`src/rtl/kbd_emu_pkg.sv`:
```
package kbd_emu_pkg;
  localparam logic [11:0] OFF_CTRL = 12'h100;
  localparam logic [11:0] OFF_IN   = 12'h104;
  localparam logic [11:0] OFF_OUT  = 12'h108;
  localparam logic [11:0] OFF_STS  = 12'h10C;
  localparam int STS_OBF = 0;
  localparam int STS_IBF = 1;
  localparam int STS_CMD = 3;
endpackage

```
`src/rtl/kbd_emu_port_dec.sv`:
```
module kbd_emu_port_dec #(
  parameter int IO_AW = 16,
  parameter logic [IO_AW-1:0] DATA_PORT = 'h60,
  parameter logic [IO_AW-1:0] CMD_PORT  = 'h64
) (
  input  logic [IO_AW-1:0] addr_i,
  input  logic             rd_i,
  input  logic             wr_i,
  input  logic             en_i,
  output logic             hit_data_o,
  output logic             hit_cmd_o,
  output logic             host_wr_o,
  output logic             host_rd_data_o
);
  assign hit_data_o     = en_i && (addr_i == DATA_PORT);
  assign hit_cmd_o      = en_i && (addr_i == CMD_PORT);
  assign host_wr_o      = wr_i && (hit_data_o || hit_cmd_o);
  assign host_rd_data_o = rd_i && hit_data_o;
endmodule

```
`src/rtl/kbd_emu_sw_if.sv`:
```
module kbd_emu_sw_if
  import kbd_emu_pkg::*;
#(
  parameter int MM_AW = 12,
  parameter int DW    = 8
) (
  input  logic          clk_i,
  input  logic          rst_ni,
  input  logic [MM_AW-1:0] mm_addr_i,
  input  logic          mm_wr_i,
  input  logic [31:0]   mm_wdata_i,
  output logic [31:0]   mm_rdata_o,
  input  logic          host_wr_i,
  input  logic [DW-1:0] host_byte_i,
  input  logic [DW-1:0] sts_byte_i,
  output logic          en_o,
  output logic [DW-1:0] in_byte_o,
  output logic [DW-1:0] out_byte_o,
  output logic          out_wr_o,
  output logic          sts_wr_o
);
  localparam int IW = MM_AW - 2;
  localparam logic [IW-1:0] I_CTRL = IW'(OFF_CTRL >> 2);
  localparam logic [IW-1:0] I_IN   = IW'(OFF_IN >> 2);
  localparam logic [IW-1:0] I_OUT  = IW'(OFF_OUT >> 2);
  localparam logic [IW-1:0] I_STS  = IW'(OFF_STS >> 2);

  logic [IW-1:0] idx;
  logic sel_ctrl, sel_in, sel_out, sel_sts;

  assign idx      = mm_addr_i[MM_AW-1:2];
  assign sel_ctrl = idx == I_CTRL;
  assign sel_in   = idx == I_IN;
  assign sel_out  = idx == I_OUT;
  assign sel_sts  = idx == I_STS;
  assign out_wr_o = mm_wr_i && sel_out;
  assign sts_wr_o = mm_wr_i && sel_sts;

  always_ff @(posedge clk_i or negedge rst_ni) begin
    if (!rst_ni) begin
      en_o       <= 1'b0;
      in_byte_o  <= '0;
      out_byte_o <= '0;
    end else begin
      if (mm_wr_i && sel_ctrl) en_o <= mm_wdata_i[0];
      if (out_wr_o) out_byte_o <= mm_wdata_i[DW-1:0];
      // host capture has priority over software
      if (host_wr_i) in_byte_o <= host_byte_i;
      else if (mm_wr_i && sel_in) in_byte_o <= mm_wdata_i[DW-1:0];
    end
  end

  always_comb begin
    mm_rdata_o = '0;
    unique case (1'b1)
      sel_ctrl: mm_rdata_o[0]      = en_o;
      sel_in:   mm_rdata_o[DW-1:0] = in_byte_o;
      sel_out:  mm_rdata_o[DW-1:0] = out_byte_o;
      sel_sts:  mm_rdata_o[DW-1:0] = sts_byte_i;
      default:  mm_rdata_o = '0;
    endcase
  end
endmodule

```
`src/rtl/kbd_emu_flags.sv`:
```
module kbd_emu_flags
  import kbd_emu_pkg::*;
#(
  parameter int DW = 8
) (
  input  logic          clk_i,
  input  logic          rst_ni,
  input  logic          en_i,
  input  logic          sts_wr_i,
  input  logic [DW-1:0] sts_wdata_i,
  input  logic          out_wr_i,
  input  logic          host_wr_i,
  input  logic          host_cmd_i,
  input  logic          host_rd_data_i,
  output logic          out_full_o,
  output logic          in_full_o,
  output logic          cmd_o,
  output logic          irq_o,
  output logic [DW-1:0] sts_byte_o
);
  logic out_d, in_d, cmd_d;

  always_comb begin
    out_d = out_full_o;
    in_d  = in_full_o;
    cmd_d = cmd_o;
    if (sts_wr_i) begin
      out_d = sts_wdata_i[STS_OBF];
      in_d  = sts_wdata_i[STS_IBF];
      cmd_d = sts_wdata_i[STS_CMD];
    end
    if (out_wr_i) out_d = 1'b1;
    // host events last: they win over software
    if (host_wr_i) begin
      in_d  = 1'b1;
      cmd_d = host_cmd_i;
    end
    if (host_rd_data_i) out_d = 1'b0;
  end

  always_ff @(posedge clk_i or negedge rst_ni) begin
    if (!rst_ni) begin
      out_full_o <= 1'b0;
      in_full_o  <= 1'b0;
      cmd_o      <= 1'b0;
      irq_o      <= 1'b0;
    end else begin
      out_full_o <= out_d;
      in_full_o  <= in_d;
      cmd_o      <= cmd_d;
      irq_o      <= en_i && in_d && !in_full_o;
    end
  end

  always_comb begin
    sts_byte_o          = '0;
    sts_byte_o[STS_OBF] = out_full_o;
    sts_byte_o[STS_IBF] = in_full_o;
    sts_byte_o[STS_CMD] = cmd_o;
  end
endmodule

```
`src/rtl/kbd_emu.sv`:
```
module kbd_emu #(
  parameter int IO_AW = 16,
  parameter int MM_AW = 12,
  parameter int DW    = 8,
  parameter logic [IO_AW-1:0] DATA_PORT = 'h60,
  parameter logic [IO_AW-1:0] CMD_PORT  = 'h64
) (
  input  logic             clk_i,
  input  logic             rst_ni,
  input  logic [IO_AW-1:0] io_addr_i,
  input  logic             io_rd_i,
  input  logic             io_wr_i,
  input  logic [DW-1:0]    io_wdata_i,
  output logic [DW-1:0]    io_rdata_o,
  input  logic [MM_AW-1:0] mm_addr_i,
  input  logic             mm_wr_i,
  input  logic [31:0]      mm_wdata_i,
  output logic [31:0]      mm_rdata_o,
  output logic             irq_o
);
  logic en, hit_data, hit_cmd, host_wr, host_rd_data;
  logic out_wr, sts_wr, out_full, in_full, cmd;
  logic [DW-1:0] in_byte, out_byte, sts_byte;

  kbd_emu_port_dec #(.IO_AW(IO_AW), .DATA_PORT(DATA_PORT), .CMD_PORT(CMD_PORT)) u_dec (
    .addr_i(io_addr_i), .rd_i(io_rd_i), .wr_i(io_wr_i), .en_i(en),
    .hit_data_o(hit_data), .hit_cmd_o(hit_cmd),
    .host_wr_o(host_wr), .host_rd_data_o(host_rd_data)
  );

  kbd_emu_sw_if #(.MM_AW(MM_AW), .DW(DW)) u_sw (
    .clk_i, .rst_ni, .mm_addr_i, .mm_wr_i, .mm_wdata_i, .mm_rdata_o,
    .host_wr_i(host_wr), .host_byte_i(io_wdata_i), .sts_byte_i(sts_byte),
    .en_o(en), .in_byte_o(in_byte), .out_byte_o(out_byte),
    .out_wr_o(out_wr), .sts_wr_o(sts_wr)
  );

  kbd_emu_flags #(.DW(DW)) u_flags (
    .clk_i, .rst_ni, .en_i(en), .sts_wr_i(sts_wr), .sts_wdata_i(mm_wdata_i[DW-1:0]),
    .out_wr_i(out_wr), .host_wr_i(host_wr), .host_cmd_i(hit_cmd),
    .host_rd_data_i(host_rd_data), .out_full_o(out_full), .in_full_o(in_full),
    .cmd_o(cmd), .irq_o, .sts_byte_o(sts_byte)
  );

  always_comb begin
    if (hit_data)     io_rdata_o = out_byte;
    else if (hit_cmd) io_rdata_o = sts_byte;
    else              io_rdata_o = '1;
  end
endmodule

```
`config.mk`:
```
export PLATFORM = sky130hd
export DESIGN_NAME = kbd_emu
export DESIGN_NICKNAME = d
export VERILOG_FILES = /design/src/rtl/kbd_emu_pkg.sv /design/src/rtl/kbd_emu_port_dec.sv /design/src/rtl/kbd_emu_sw_if.sv /design/src/rtl/kbd_emu_flags.sv /design/src/rtl/kbd_emu.sv
export SDC_FILE = /design/constraint.sdc
export NUM_CORES = 1
export LEC_CHECK = 0
export BUFFER_PORTS_ARGS = -buffer_cell sky130_fd_sc_hd__buf_2
export CAP_MARGIN = 20
export CORE_AREA = 8 8 83 63
export DETAILED_ROUTE_END_ITERATION = 10
export DIE_AREA = 0 0 91 71
export PLACE_DENSITY = 0.79
export SKIP_LAST_GASP = 1
export SLEW_MARGIN = 5
export SYNTH_ARGS = -nofsm -noshare
export SYNTH_HDL_FRONTEND = slang
export SYNTH_SLANG_ARGS = --single-unit
export TNS_END_PERCENT = 10
```
`constraint.sdc`:
```
create_clock -name clk_i -period 1.8 [get_ports clk_i]
set_clock_uncertainty 0.05 [all_clocks]
set_input_delay 0.36 -clock clk_i [delete_from_list [all_inputs] [get_ports clk_i]]
set_output_delay 0.36 -clock clk_i [all_outputs]
set_load 0.005 [all_outputs]
```
### Word-level counts from Yosys, hierarchy flattened

Cells that the tools add are included.

* bits in registers: 21
* input bits: 73
* output and inout bits: 41

* equality and inequality tests: 6
* mux-type cells: 13
* reduce and logical (&&, ||, !) cells: 15

Operator list (count)
* == test 10 x 7 -> 1 bit (second input constant): 4
* == test 16 x 7 -> 1 bit (second input constant): 2
* two-way mux 8 bit: 4
* one-hot mux 7 bit (3 select lines): 1
* logical AND 1 bit: 10
* two-way mux 1 bit: 7
* one-hot mux 1 bit (4 select lines): 1
* nonzero test 2 bit: 2
* nonzero test 3 bit: 1
* logical NOT 1 bit: 1
* logical OR 1 bit: 1

### Longest topological paths before layout

Gate-level depths: netlist of the first run.

* depth after elaboration: 7
* depth in mapped cells: 5
* mapped depth without buffers: 4

### Modules after synthesis

From an unflattened synthesis of the first run, not the netlist that was laid out.

* cell total of the unflattened synthesis: 182
* area, all modules: 1769.2 um^2

By module, submodules not included
* kbd_emu_sw_if: instances 1, cells an instance 128, area each 1248.7 um^2
* kbd_emu_flags: instances 1, cells an instance 23, area each 222.7 um^2
* kbd_emu: instances 1, cells an instance 20, area each 187.7 um^2
* kbd_emu_port_dec: instances 1, cells an instance 11, area each 110.1 um^2

### Worst setup path before layout of the first run

OpenSTA, ideal clock, no wires.

* kind: input -> output
* from: input io_addr_i[3]
* to: output io_rdata_o[1]
* arrival: 1335 ps
* data required time: 1390 ps
* path slack: 55 ps
* stages: 4
* cell sequence: nor4bb_1 nand4_1 nor3_2 a31oi_1

* cells in the longest elaborated chain, start to end: 4

RTL lines
* start, declared: RTL line kbd_emu.sv:10 `input logic [IO_AW-1:0] io_addr_i,`
* == test 16 x 7 -> 1 bit: RTL line kbd_emu_port_dec.sv:16 `assign hit_cmd_o = en_i && (addr_i == CMD_PORT);`
* logical AND 1 bit: RTL line kbd_emu_port_dec.sv:16
* two-way mux 8 bit: RTL line kbd_emu.sv:47 `else if (hit_cmd) io_rdata_o = sts_byte;`
* two-way mux 8 bit *: RTL line kbd_emu.sv:46 `if (hit_data) io_rdata_o = out_byte;`
* end, declared: RTL line kbd_emu.sv:14 `output logic [DW-1:0] io_rdata_o,`

Every way passes the cells marked *; elsewhere a longest branch is shown, timed or not.

### Worst setup path after layout of the first run

* from: register u_sw.en_o
* to: output io_rdata_o[1]

* cells in the longest elaborated chain, start to end: 3

RTL lines
* start, declared: RTL line kbd_emu_sw_if.sv:16 `output logic en_o,`
* start signal, assigned: RTL line kbd_emu_sw_if.sv:45 `if (mm_wr_i && sel_ctrl) en_o <= mm_wdata_i[0];`
* logical AND 1 bit: RTL line kbd_emu_port_dec.sv:16
* two-way mux 8 bit: RTL line kbd_emu.sv:47
* two-way mux 8 bit *: RTL line kbd_emu.sv:46

Marked as above.

==> run summary, run 1 <==
## Floorplan
* overall die area: 6460 sq um
* IO Pins: 114
* Site Rows: 20
* Std-Cell Core Area: 4050 sq um
* die height: 71 microns
* initial core utilization: 0.377
* Die W: 91 microns

## Routing
* average wire length per cell after detail routing: 14.8 microns
* number of nets with antenna violations after detailed routing: 0
* drt via density: 4.67
* total number of vias: 1299
* total detailed-routing wirelength: 4110 microns
* Post-route DRC: 0
* TritonRoute pass-1 iters: 4
* Initial DRC Count: 59

## STA
* crit path setup slack, layout: -281 ps
* number of hold violations in the final report: 10
* time the final worst path needs with I/O delays and setup: 2080 ps
* max-slew violation count: 0
* maximum achievable frequency: 481 MHz
* Finish-stage setup viols: 16
* hold slack: -1.65 ps
* setup TNS: -2920 ps
* setup repair after global routing missed its margin: true
* final period utilization: 1.16

## Setup path
* startpoint type of the worst setup path: register
* largest fanout on the critical path: 8
* Crit path buffers/inverters: 2
* dominant delay contributor by cell family on the critical path: simple AND/OR/NAND/NOR gates
* largest incremental delay on the critical path: 380 ps
* startpoint-to-endpoint class of the critical path: reg -> out
* slowest stage cell on the critical path: sky130_fd_sc_hd__dfrtp_1
* Crit path required time: 1390 ps
* reg2reg setup slack: 140 ps
* logic depth of the worst register-to-register path: 5
* worst r2r src: u_sw.en_o$_DFFE_PN0P_
* endpoint kind of the worst setup timing path: output port
* end of the worst register-to-register path: u_sw.in_byte_o[1]$_DFFE_PN0P_
* ordered list of cells on the worst path: nor4bb_4 -> nand4_1 -> nor3_2 -> buf_4 -> a31oi_1 -> buf_2
* Arr. time, crit path: 1670 ps

## Cells and area
* relative area change from synthesis to final layout: 31.1%
* fraction of final layout cells sized beyond drive strength 1: 0.538
* number of inserted filler cells in the final layout: 400
* count of nets after finishing: 297
* most common library cell in the layout ignoring fill and taps: sky130_fd_sc_hd__buf_2
* ant diodes: 0
* final instance area: 2000 sq um
* commonest cells after routing, fill and taps aside: sky130_fd_sc_hd__buf_2, sky130_fd_sc_hd__conb_1, sky130_fd_sc_hd__dfrtp_1

## Global route
* maximum number of pins on one net before global-route repair: 22
* met2 track utilization from global routing: 0.229
* grt met3 use: 0.0529
* most crowded layer after global routing: met2
* number of antenna violations at the first check in global routing: 0
* first-pass GRT wire length: 6700 microns
* number of global-route vias before repair: 1406
* M1 GR Usage: 0.135
* global route total overflow: 0
* GR Util All Layers: 0.125

## CTS
* count of clock tree sinks: 21
* buffer type at the clock tree root: sky130_fd_sc_hd__clkbuf_8
* cts bufs inserted: 3
* clock latency on the worst-skew pair: 260 ps
* CTS Hold Bufs: 0
* clock slew seen by the registers of the worst setup and hold paths: 80 ps
* CTS tree: yes
* worst-case clock buffer depth: 2
* number of H-tree levels: 1

## Run
* # Max-Cap Violations: 0

## Pwr
* Comb power frac: 0.157
* sequential group share of total power: 0.521
* total net switching power: 0.225 mW
* fraction of power consumed by the clock network: 0.322
* cell-internal power: 0.703 mW
* Max VDD drop: 0.423 mV
* leakage: 1.04 nW
* Power Density: 463 nW/um^2
* fraction of power spent switching nets: 0.243

## Synthesis
* Synth Area in Compound Gates: 0.0540
* portion of the post-synthesis area used by sequential elements: 0.344
* dominant combinational cell family by area after synthesis: multiplexers
* share of the synthesized netlist area taken by xor and xnor gates: 0
* share of cell area taken by muxes after synthesis: 0.250
* cell area after synthesis: 1530 sq um
* total of flip-flops plus latches after synthesis: 21
* simple-gate portion of the synthesized area: 0.217
* count of warnings emitted by yosys: 0
* Synth Instances: 144
* number of distinct standard cells referenced by the synthesized netlist: 33
* mean cell area of the mapped netlist: 10.6 sq um
* adder and majority cell fraction of the synthesized area: 0

## Placed design
* placed instance area: 1930 sq um
* placer congestion estimate: 0.790
* Port Buffer Count: 63
* hpwl dp: 3420 microns

## Outcome
* status: finished, violations left
* violations in the final reports: negative hold slack, negative setup slack

## Hold path
* Hold Path Class: in -> async

-- worst max-delay path by stage --
stage                                from       endpoint  slack [ps]  cells after the start
finish              u_sw.en_o$_DFFE_PN0P_  io_rdata_o[1]        -280                      6
global route        u_sw.en_o$_DFFE_PN0P_  io_rdata_o[1]        -380                      6
CTS                 u_sw.en_o$_DFFE_PN0P_  io_rdata_o[1]        -270                      6
detailed placement           io_addr_i[3]  io_rdata_o[1]        -280                      7
global placement             io_addr_i[3]  io_rdata_o[0]        -200                      7
floorplan                    io_addr_i[3]  io_rdata_o[1]          50                      4
-- logic make-up after synthesis --
group	count (synthesis)
multiplexers	30
AND/OR/NAND/NOR	53
other	1
buffers and inverters	27
AO/OA/AOI/OAI	12
flip-flops	21
-- layout make-up --
type / count / area, sq um / area share
repair buffers: 78 / 453 / 0.226
inverters: 1 / 3.75 / 0.00187
clock buffers: 3 / 41.3 / 0.0206
well taps: 55 / 68.8 / 0.0343
multi-input cells: 119 / 907 / 0.453
clock inverters: 1 / 5.00 / 0.00250
flip-flops and latches: 21 / 526 / 0.262
-- cells in the mapped netlist --
library cell               count  area (sq um)
sky130_fd_sc_hd__nand3_1       9          45.0
sky130_fd_sc_hd__nand4_4       1          21.3
sky130_fd_sc_hd__mux4_1        1          26.3
sky130_fd_sc_hd__buf_4        25           188
sky130_fd_sc_hd__and3_1        2          12.5
sky130_fd_sc_hd__or3_1         1          6.26
sky130_fd_sc_hd__dfrtp_1      21           526
sky130_fd_sc_hd__mux2_4        8           120
sky130_fd_sc_hd__and4_1        1          8.76
sky130_fd_sc_hd__mux2_2       20           225
sky130_fd_sc_hd__nor4_4        1          21.3
sky130_fd_sc_hd__a22oi_1       7          52.6
sky130_fd_sc_hd__nor2_1       11          41.3
sky130_fd_sc_hd__nor4bb_1      1          10.0
sky130_fd_sc_hd__nor2b_1       1          6.26
sky130_fd_sc_hd__a32oi_1       1          8.76
sky130_fd_sc_hd__nor4_1        1          6.26
sky130_fd_sc_hd__nor3_1        2          10.0
sky130_fd_sc_hd__a21oi_1       1          5.00
sky130_fd_sc_hd__conb_1        1          3.75
sky130_fd_sc_hd__nand4_1       1          6.26
sky130_fd_sc_hd__buf_6         1          11.3
sky130_fd_sc_hd__nand3_2       2          20.0
sky130_fd_sc_hd__nor3_2        1          10.0
sky130_fd_sc_hd__nor4b_4       1          23.8
sky130_fd_sc_hd__and2_2        1          7.51
sky130_fd_sc_hd__mux2_1        1          11.3
sky130_fd_sc_hd__and2b_1       1          7.51
sky130_fd_sc_hd__nor4b_2       1          15.0
sky130_fd_sc_hd__inv_1         1          3.75
sky130_fd_sc_hd__a31oi_1       1          6.26
sky130_fd_sc_hd__nand2_1      14          52.6
sky130_fd_sc_hd__o21ai_0       2          10.0
-- metal layers --
metal,up-vias,part of all wire
met3,0,0.092
met5,-,0
met1,605,0.39
met2,56,0.51
met4,0,0
li1,638,-
-- repair_timing --
item / in CTS / in global routing
pin swaps: 1 / 1
resized for setup: 3 / 1
gates cloned: 0 / 0
hold endpoints to repair: 0 / 0
buffers inserted: 1 / 0
endpoints found under the setup margin: 24 / 16
-- stage by stage --
| step | cells | power, mW | util | worst slack [ps] |
|---|---|---|---|---|
| 3_5_place_dp | 273 | 0.634 | 0.476 | -276 |
| 4_1_cts | 278 | 0.938 | 0.493 | -274 |
| 2_1_floorplan | 167 | 0.576 | - | 54.9 |
| 6_report | 278 | 0.929 | 0.494 | -281 |
| 3_3_place_gp | 273 | 0.630 | 0.476 | -198 |
| 5_1_grt | 278 | 0.967 | 0.494 | -379 |
-- sequential cells by signal, indices dropped and copies added, names as in the netlist --
name,flops
u_flags.irq_o,1
u_sw.en_o,1
u_sw.in_byte_o,8
u_flags.cmd_o,1
u_flags.in_full_o,1
u_sw.out_byte_o,8
u_flags.out_full_o,1
-- power groups by stage --
stage               sequential, mW  combinational [mW]  clock [mW]
finish                       0.484               0.146       0.299
global route                 0.485               0.162       0.320
CTS                          0.484               0.144       0.310
detailed placement           0.493               0.141           0
global placement             0.493               0.137           0
floorplan                    0.491              0.0849           0
-- worst register-to-register path: cells and delay by family, from the launching register on --
family,cells,cell delay (ps)
and+or+nand+nor,3,650
muxes,1,310
DFF,1,380
buffers and inverters,1,160
Power figures use the tool's default switching activity.
==> inputs of run 2 (changes only) <==
Settings changed: TNS_END_PERCENT 10 to default.
==> run 2 against run 1 <==
  * The flow still finishes with violations (negative hold slack, negative setup slack)
  * Hold slack worse by 1.8 ps
  * Cell count up 0.36%
  * Combinational power up 3%
  * Largest cell class unchanged
==> run summary, run 2 (synthesis gave the netlist of run 1 again) <==
## CTS
* number of H-tree levels: 1, unchanged
* clock slew seen by the registers of the worst setup and hold paths: 80 ps, about the same
* cts bufs inserted: 3, unchanged
* worst-case clock buffer depth: 2, unchanged
* buffer type at the clock tree root: sky130_fd_sc_hd__clkbuf_8
* CTS tree: yes
* count of clock tree sinks: 21, unchanged
* clock latency on the worst-skew pair: 260 ps, about the same

## Routing
* average wire length per cell after detail routing: 14.9 microns, +0.98%
* total detailed-routing wirelength: 4160 microns, +1.3%
* number of nets with antenna violations after detailed routing: 0, unchanged
* met2 layer wire length in the routed design: 2140 microns, +1.1%
* TritonRoute pass-1 iters: 4, unchanged
* Post-route DRC: 0, unchanged
* met1 WL: 1710 microns, +5.8%
* drt via density: 4.65, -0.44%
* highest routing layer actually used: met3
* Initial DRC Count: 54, -8.5%
* Routed met3 length: 316 microns, -16%
* total number of vias: 1298, -0.077%

## Outcome
* status: finished, violations left
* violations in the final reports: negative hold slack, negative setup slack

## Floorplan
* overall die area: 6460 sq um, unchanged
* die height: 71 microns, unchanged
* Die W: 91 microns, unchanged
* IO Pins: 114, unchanged
* Site Rows: 20, unchanged
* Std-Cell Core Area: 4050 sq um, unchanged
* initial core utilization: 0.377, unchanged

## Setup path
* startpoint-to-endpoint class of the critical path: reg -> out
* ordered list of cells on the worst path: nor4bb_4 -> nand4_1 -> nor3_2 -> buf_4 -> a31oi_1 -> buf_2
* slowest stage cell on the critical path: sky130_fd_sc_hd__dfrtp_1
* endpoint kind of the worst setup timing path: output port
* Arr. time, crit path: 1680 ps, about the same
* largest fanout on the critical path: 8, unchanged
* startpoint type of the worst setup path: register
* Crit path required time: 1390 ps, about the same
* largest incremental delay on the critical path: 380 ps, about the same

## Pwr
* Max VDD drop: 0.420 mV, -0.66%
* fraction of power spent switching nets: 0.245, +0.00267
* fraction of power consumed by the clock network: 0.321, about the same
* Power Density: 457 nW/um^2, -1.3%
* sequential group share of total power: 0.518, -0.003
* overall power consumption: 0.934 mW, +0.58%
* leakage: 1.05 nW, +1.4%
* cell-internal power: 0.705 mW, +0.23%
* total net switching power: 0.229 mW, +1.7%
* Comb power frac: 0.161, +0.004

## Global route
* first-pass GRT wire length: 6720 microns, +0.31%
* number of antenna violations at the first check in global routing: 0, unchanged
* number of global-route vias before repair: 1403, -0.21%
* GR Util All Layers: 0.125, +0.000224
* global route total overflow: 0, unchanged
* maximum number of pins on one net before global-route repair: 22, unchanged

## STA
* Finish-stage setup viols: 9, -7
* final period utilization: 1.16, +0.00402
* crit path setup slack, layout: -288 ps, -7.23 ps
* time the final worst path needs with I/O delays and setup: 2090 ps, +7.23 ps
* maximum achievable frequency: 479 MHz, -0.35%
* hold slack: -3.42 ps, -1.77 ps
* max-slew violation count: 0, unchanged
* number of hold violations in the final report: 12, +2
* setup repair after global routing missed its margin: true

## Run
* # Max-Cap Violations: 0, unchanged

## Cells and area
* post-layout utilization of the core: 0.504, +0.00957
* registers with the most flip-flops: u_sw.in_byte_o x8, u_sw.out_byte_o x8
* most common library cell in the layout ignoring fill and taps: sky130_fd_sc_hd__buf_2
* commonest cells after routing, fill and taps aside: sky130_fd_sc_hd__buf_2, sky130_fd_sc_hd__conb_1, sky130_fd_sc_hd__dfrtp_1
* fraction of final layout cells sized beyond drive strength 1: 0.589, +0.0512
* final instance area: 2040 sq um, +1.9%
* ant diodes: 0, unchanged
* count of nets after finishing: 298, +0.34%
* relative area change from synthesis to final layout: 33.6%

## Placed design
* hpwl dp: 3420 microns, unchanged
* placer congestion estimate: 0.790, unchanged
* Port Buffer Count: 63, unchanged
* placed instance area: 1930 sq um, unchanged

## Hold path
* Hold Path Class: in -> async

## run 2: cell types whose count changed in the layout (fill, tap and decap cells not counted), moves of 2 or more
cell,before,now
sky130_fd_sc_hd__nor2_2,0,6
sky130_fd_sc_hd__a22oi_2,0,2
sky130_fd_sc_hd__a22oi_1,7,5
sky130_fd_sc_hd__nor2_1,11,5
## run 2: final cells by class
type                       instances  area, sq um
fill                             392         2010
timing repair buffer              79          460
multi-input combinational        119          938
inverter                           1         3.75
clock inverter                     1         5.00
tap                               55         68.8
clock buffer                       3         41.3
sequential                        21          526
## run 2: worst max-delay path: cells and delay by family (launching register included)
family / cells / cell delay, ps
AND/OR/NAND/NOR: 3 / 600
flip-flops: 1 / 380
AO/OA/AOI/OAI: 1 / 110
buffers and inverters: 2 / 320
## run 2: worst paths after layout
| path | start | endpoint | slack, ps | cells past startpoint |
|---|---|---|---|---|
| setup / recovery | u_sw.en_o$_DFFE_PN0P_ | io_rdata_o[1] | -290 | 6 |
| hold / removal | rst_ni | u_sw.in_byte_o[2]$_DFFE_PN0P_ | -3 | 1 |
| setup reg to reg | u_sw.en_o$_DFFE_PN0P_ | u_sw.in_byte_o[7]$_DFFE_PN0P_ | 140 | 5 |
| hold reg to reg | u_flags.in_full_o$_DFF_PN0_ | u_flags.in_full_o$_DFF_PN0_ | 470 | 2 |
| max in group asynchronous | rst_ni | u_flags.cmd_o$_DFFE_PN0P_ | 1370 | 1 |
| min in group clk_i | io_rd_i | u_flags.out_full_o$_DFFE_PN0P_ | 210 | 2 |
## run 2: power by group through the flow
stage / Combinational, mW / Clock (mW) / Sequential [mW]
global placement: 0.137 / 0 / 0.493
detailed placement: 0.141 / 0 / 0.493
global route: 0.166 / 0.320 / 0.485
finish: 0.150 / 0.300 / 0.484
CTS: 0.146 / 0.310 / 0.484
floorplan: 0.0849 / 0 / 0.491
## run 2: per-layer routing
metal	GRT usage	vias up
met5	0	-
met4	0.0108	0
met3	0.0539	0
met2	0.229	41
met1	0.135	620
li1	-	637
## run 2: timing repair
item | in CTS | in global routing
pin swaps | 3 | 3
setup buffers | 2 | 0
gates resized for setup | 5 | 11
setup endpoints to repair | 24 | 15
hold buffers | 0 | 0
## run 2: stage by stage
stage	hold slack, ps	setup slack [ps]	TNS, ps	cells
floorplan	14.4	54.9	0	167
global placement	288	-198	-3070	273
CTS	5.49	-274	-1900	279
finish	-3.42	-288	-2030	279
detailed placement	289	-276	-4160	273
global route	33.8	-380	-2890	279
==> inputs of run 3 (changes only) <==
Settings changed: MAX_ROUTING_LAYER from default to met4.
==> run 3 against run 2 <==
  * The flow still finishes with violations (negative hold slack, negative setup slack)
  * Maximum frequency barely moved
  * Clock power barely moved
  * Cell area is the same
  * Sequential power about the same
  * Clock-buffer cell count is the same
==> run summary, run 3 (synthesis gave the netlist of run 1 again) <==
## Outcome
* status: finished, violations left
* violations in the final reports: negative hold slack, negative setup slack

## Cells and area
* commonest cells after routing, fill and taps aside: sky130_fd_sc_hd__buf_2, sky130_fd_sc_hd__conb_1, sky130_fd_sc_hd__dfrtp_1
* fraction of final layout cells sized beyond drive strength 1: 0.589, unchanged
* relative area change from synthesis to final layout: 33.6%, unchanged
* post-layout utilization of the core: 0.504, unchanged
* final instance area: 2040 sq um, unchanged
* most common library cell in the layout ignoring fill and taps: sky130_fd_sc_hd__buf_2
* count of nets after finishing: 298, unchanged
* registers with the most flip-flops: u_sw.in_byte_o x8, u_sw.out_byte_o x8
* ant diodes: 0, unchanged

## Global route
* global route total overflow: 0, unchanged
* maximum number of pins on one net before global-route repair: 22, unchanged
* number of global-route vias before repair: 1405, +0.14%
* number of antenna violations at the first check in global routing: 0, unchanged
* GR Util All Layers: 0.129, +0.00370
* first-pass GRT wire length: 6730 microns, +0.21%

## Pwr
* Power Density: 457 nW/um^2, about the same
* Max VDD drop: 0.420 mV, about the same
* leakage: 1.05 nW, unchanged
* overall power consumption: 0.934 mW, about the same

## Floorplan
* Std-Cell Core Area: 4050 sq um, unchanged
* initial core utilization: 0.377, unchanged
* Die W: 91 microns, unchanged
* overall die area: 6460 sq um, unchanged
* IO Pins: 114, unchanged
* Site Rows: 20, unchanged
* die height: 71 microns, unchanged

## STA
* number of hold violations in the final report: 12, unchanged
* time the final worst path needs with I/O delays and setup: 2090 ps, +0.406 ps
* crit path setup slack, layout: -288 ps, -0.406 ps
* hold slack: -3.89 ps, -0.478 ps
* setup repair after global routing missed its margin: true
* max-slew violation count: 0, unchanged
* maximum achievable frequency: 479 MHz, about the same
* Finish-stage setup viols: 9, unchanged
* final period utilization: 1.16, about the same

## Placed design
* hpwl dp: 3420 microns, unchanged
* Port Buffer Count: 63, unchanged
* post-place setup slack: -276 ps, unchanged
* placer congestion estimate: 0.801, +1.4%
* placed instance area: 1930 sq um, unchanged

## CTS
* CTS tree: yes
* count of clock tree sinks: 21, unchanged
* clock latency on the worst-skew pair: 260 ps, about the same
* buffer type at the clock tree root: sky130_fd_sc_hd__clkbuf_8
* number of H-tree levels: 1, unchanged
* CTS Hold Bufs: 0, unchanged
* worst-case clock buffer depth: 2, unchanged
* cts bufs inserted: 3, unchanged
* clock slew seen by the registers of the worst setup and hold paths: 80 ps, about the same

## Hold path
* Hold Path Class: in -> async

## Routing
* Initial DRC Count: 69, +28%
* TritonRoute pass-1 iters: 4, unchanged
* drt via density: 4.63, -0.46%
* number of nets with antenna violations after detailed routing: 0, unchanged
* Post-route DRC: 0, unchanged
* total number of vias: 1292, -0.46%
* total detailed-routing wirelength: 4150 microns, -0.22%
* average wire length per cell after detail routing: 14.9 microns, -0.22%

## Setup path
* CP startpoint: u_sw.en_o$_DFFE_PN0P_
* largest fanout on the critical path: 8, unchanged
* startpoint-to-endpoint class of the critical path: reg -> out
* endpoint kind of the worst setup timing path: output port
* Crit path required time: 1390 ps, about the same
* startpoint type of the worst setup path: register
* Arr. time, crit path: 1680 ps, about the same
* worst r2r src: u_sw.en_o$_DFFE_PN0P_

## Run
* # Max-Cap Violations: 0, unchanged

-- run 3: cell counts in the layout (fill, tap and decap cells not counted) --
No cell type changed its count.
-- run 3: what timing repair did --
| action | CTS | global route |
|---|---|---|
| hold endpoints to repair | 0 | 0 |
| pin swaps | 3 | 3 |
| gates resized for setup | 5 | 11 |
| setup buffers | 2 | 0 |
| cloned | 0 | 0 |
| endpoints found under the setup margin | 24 | 15 |
-- run 3: critical path: stages, from the launching register on --
cell                       delay [ps]
sky130_fd_sc_hd__dfrtp_1          380
sky130_fd_sc_hd__nor4bb_4         230
sky130_fd_sc_hd__nand4_1          210
sky130_fd_sc_hd__nor3_2           160
sky130_fd_sc_hd__buf_4            180
sky130_fd_sc_hd__a31oi_1          110
sky130_fd_sc_hd__buf_2            140
-- run 3: metal layers --
layer / routed length (microns) / up-vias / track usage / part of all wire
met2: 2130 / 39 / 0.229 / 0.51
met3: 269 / 0 / 0.0476 / 0.065
li1: - / 638 / - / -
met1: 1750 / 615 / 0.139 / 0.42
met5: 0 / - / - / 0
met4: 0 / 0 / 0.0108 / 0
-- run 3: worst paths after layout --
path	to	slack [ps]	cells after the start
max	io_rdata_o[1]	-290	6
min	u_sw.in_byte_o[2]$_DFFE_PN0P_	-4	1
max in group asynchronous	u_flags.cmd_o$_DFFE_PN0P_	1380	1
min reg2reg	u_flags.in_full_o$_DFF_PN0_	470	2
min in group clk_i	u_flags.out_full_o$_DFFE_PN0P_	210	2
max reg2reg	u_sw.in_byte_o[7]$_DFFE_PN0P_	130	5
-- run 3: where the power goes --
group          switching, mW  internal, mW  total, mW
clock network          0.146         0.154      0.300
registers            0.00536         0.479      0.484
logic                 0.0777        0.0722      0.150
total                  0.229         0.705      0.934
-- run 3: area by class of cell --
type / instances / area, sq um
Multi-Input combinational cell: 119 / 938
Sequential cell: 21 / 526
Timing Repair Buffer: 79 / 460
Fill cell: 392 / 2010
Inverter: 1 / 3.75
Clock buffer: 3 / 41.3
Clock inverter: 1 / 5.00
Tap cell: 55 / 68.8
-- run 3: per-stage QoR --
step | std cells | hold slack [ps] | TNS, ps
2_1_floorplan | 167 | 14.4 | 0
4_1_cts | 279 | 5.49 | -1900
3_3_place_gp | 273 | 288 | -3070
6_report | 279 | -3.89 | -2050
5_1_grt | 279 | 33.8 | -2900
3_5_place_dp | 273 | 289 | -4160
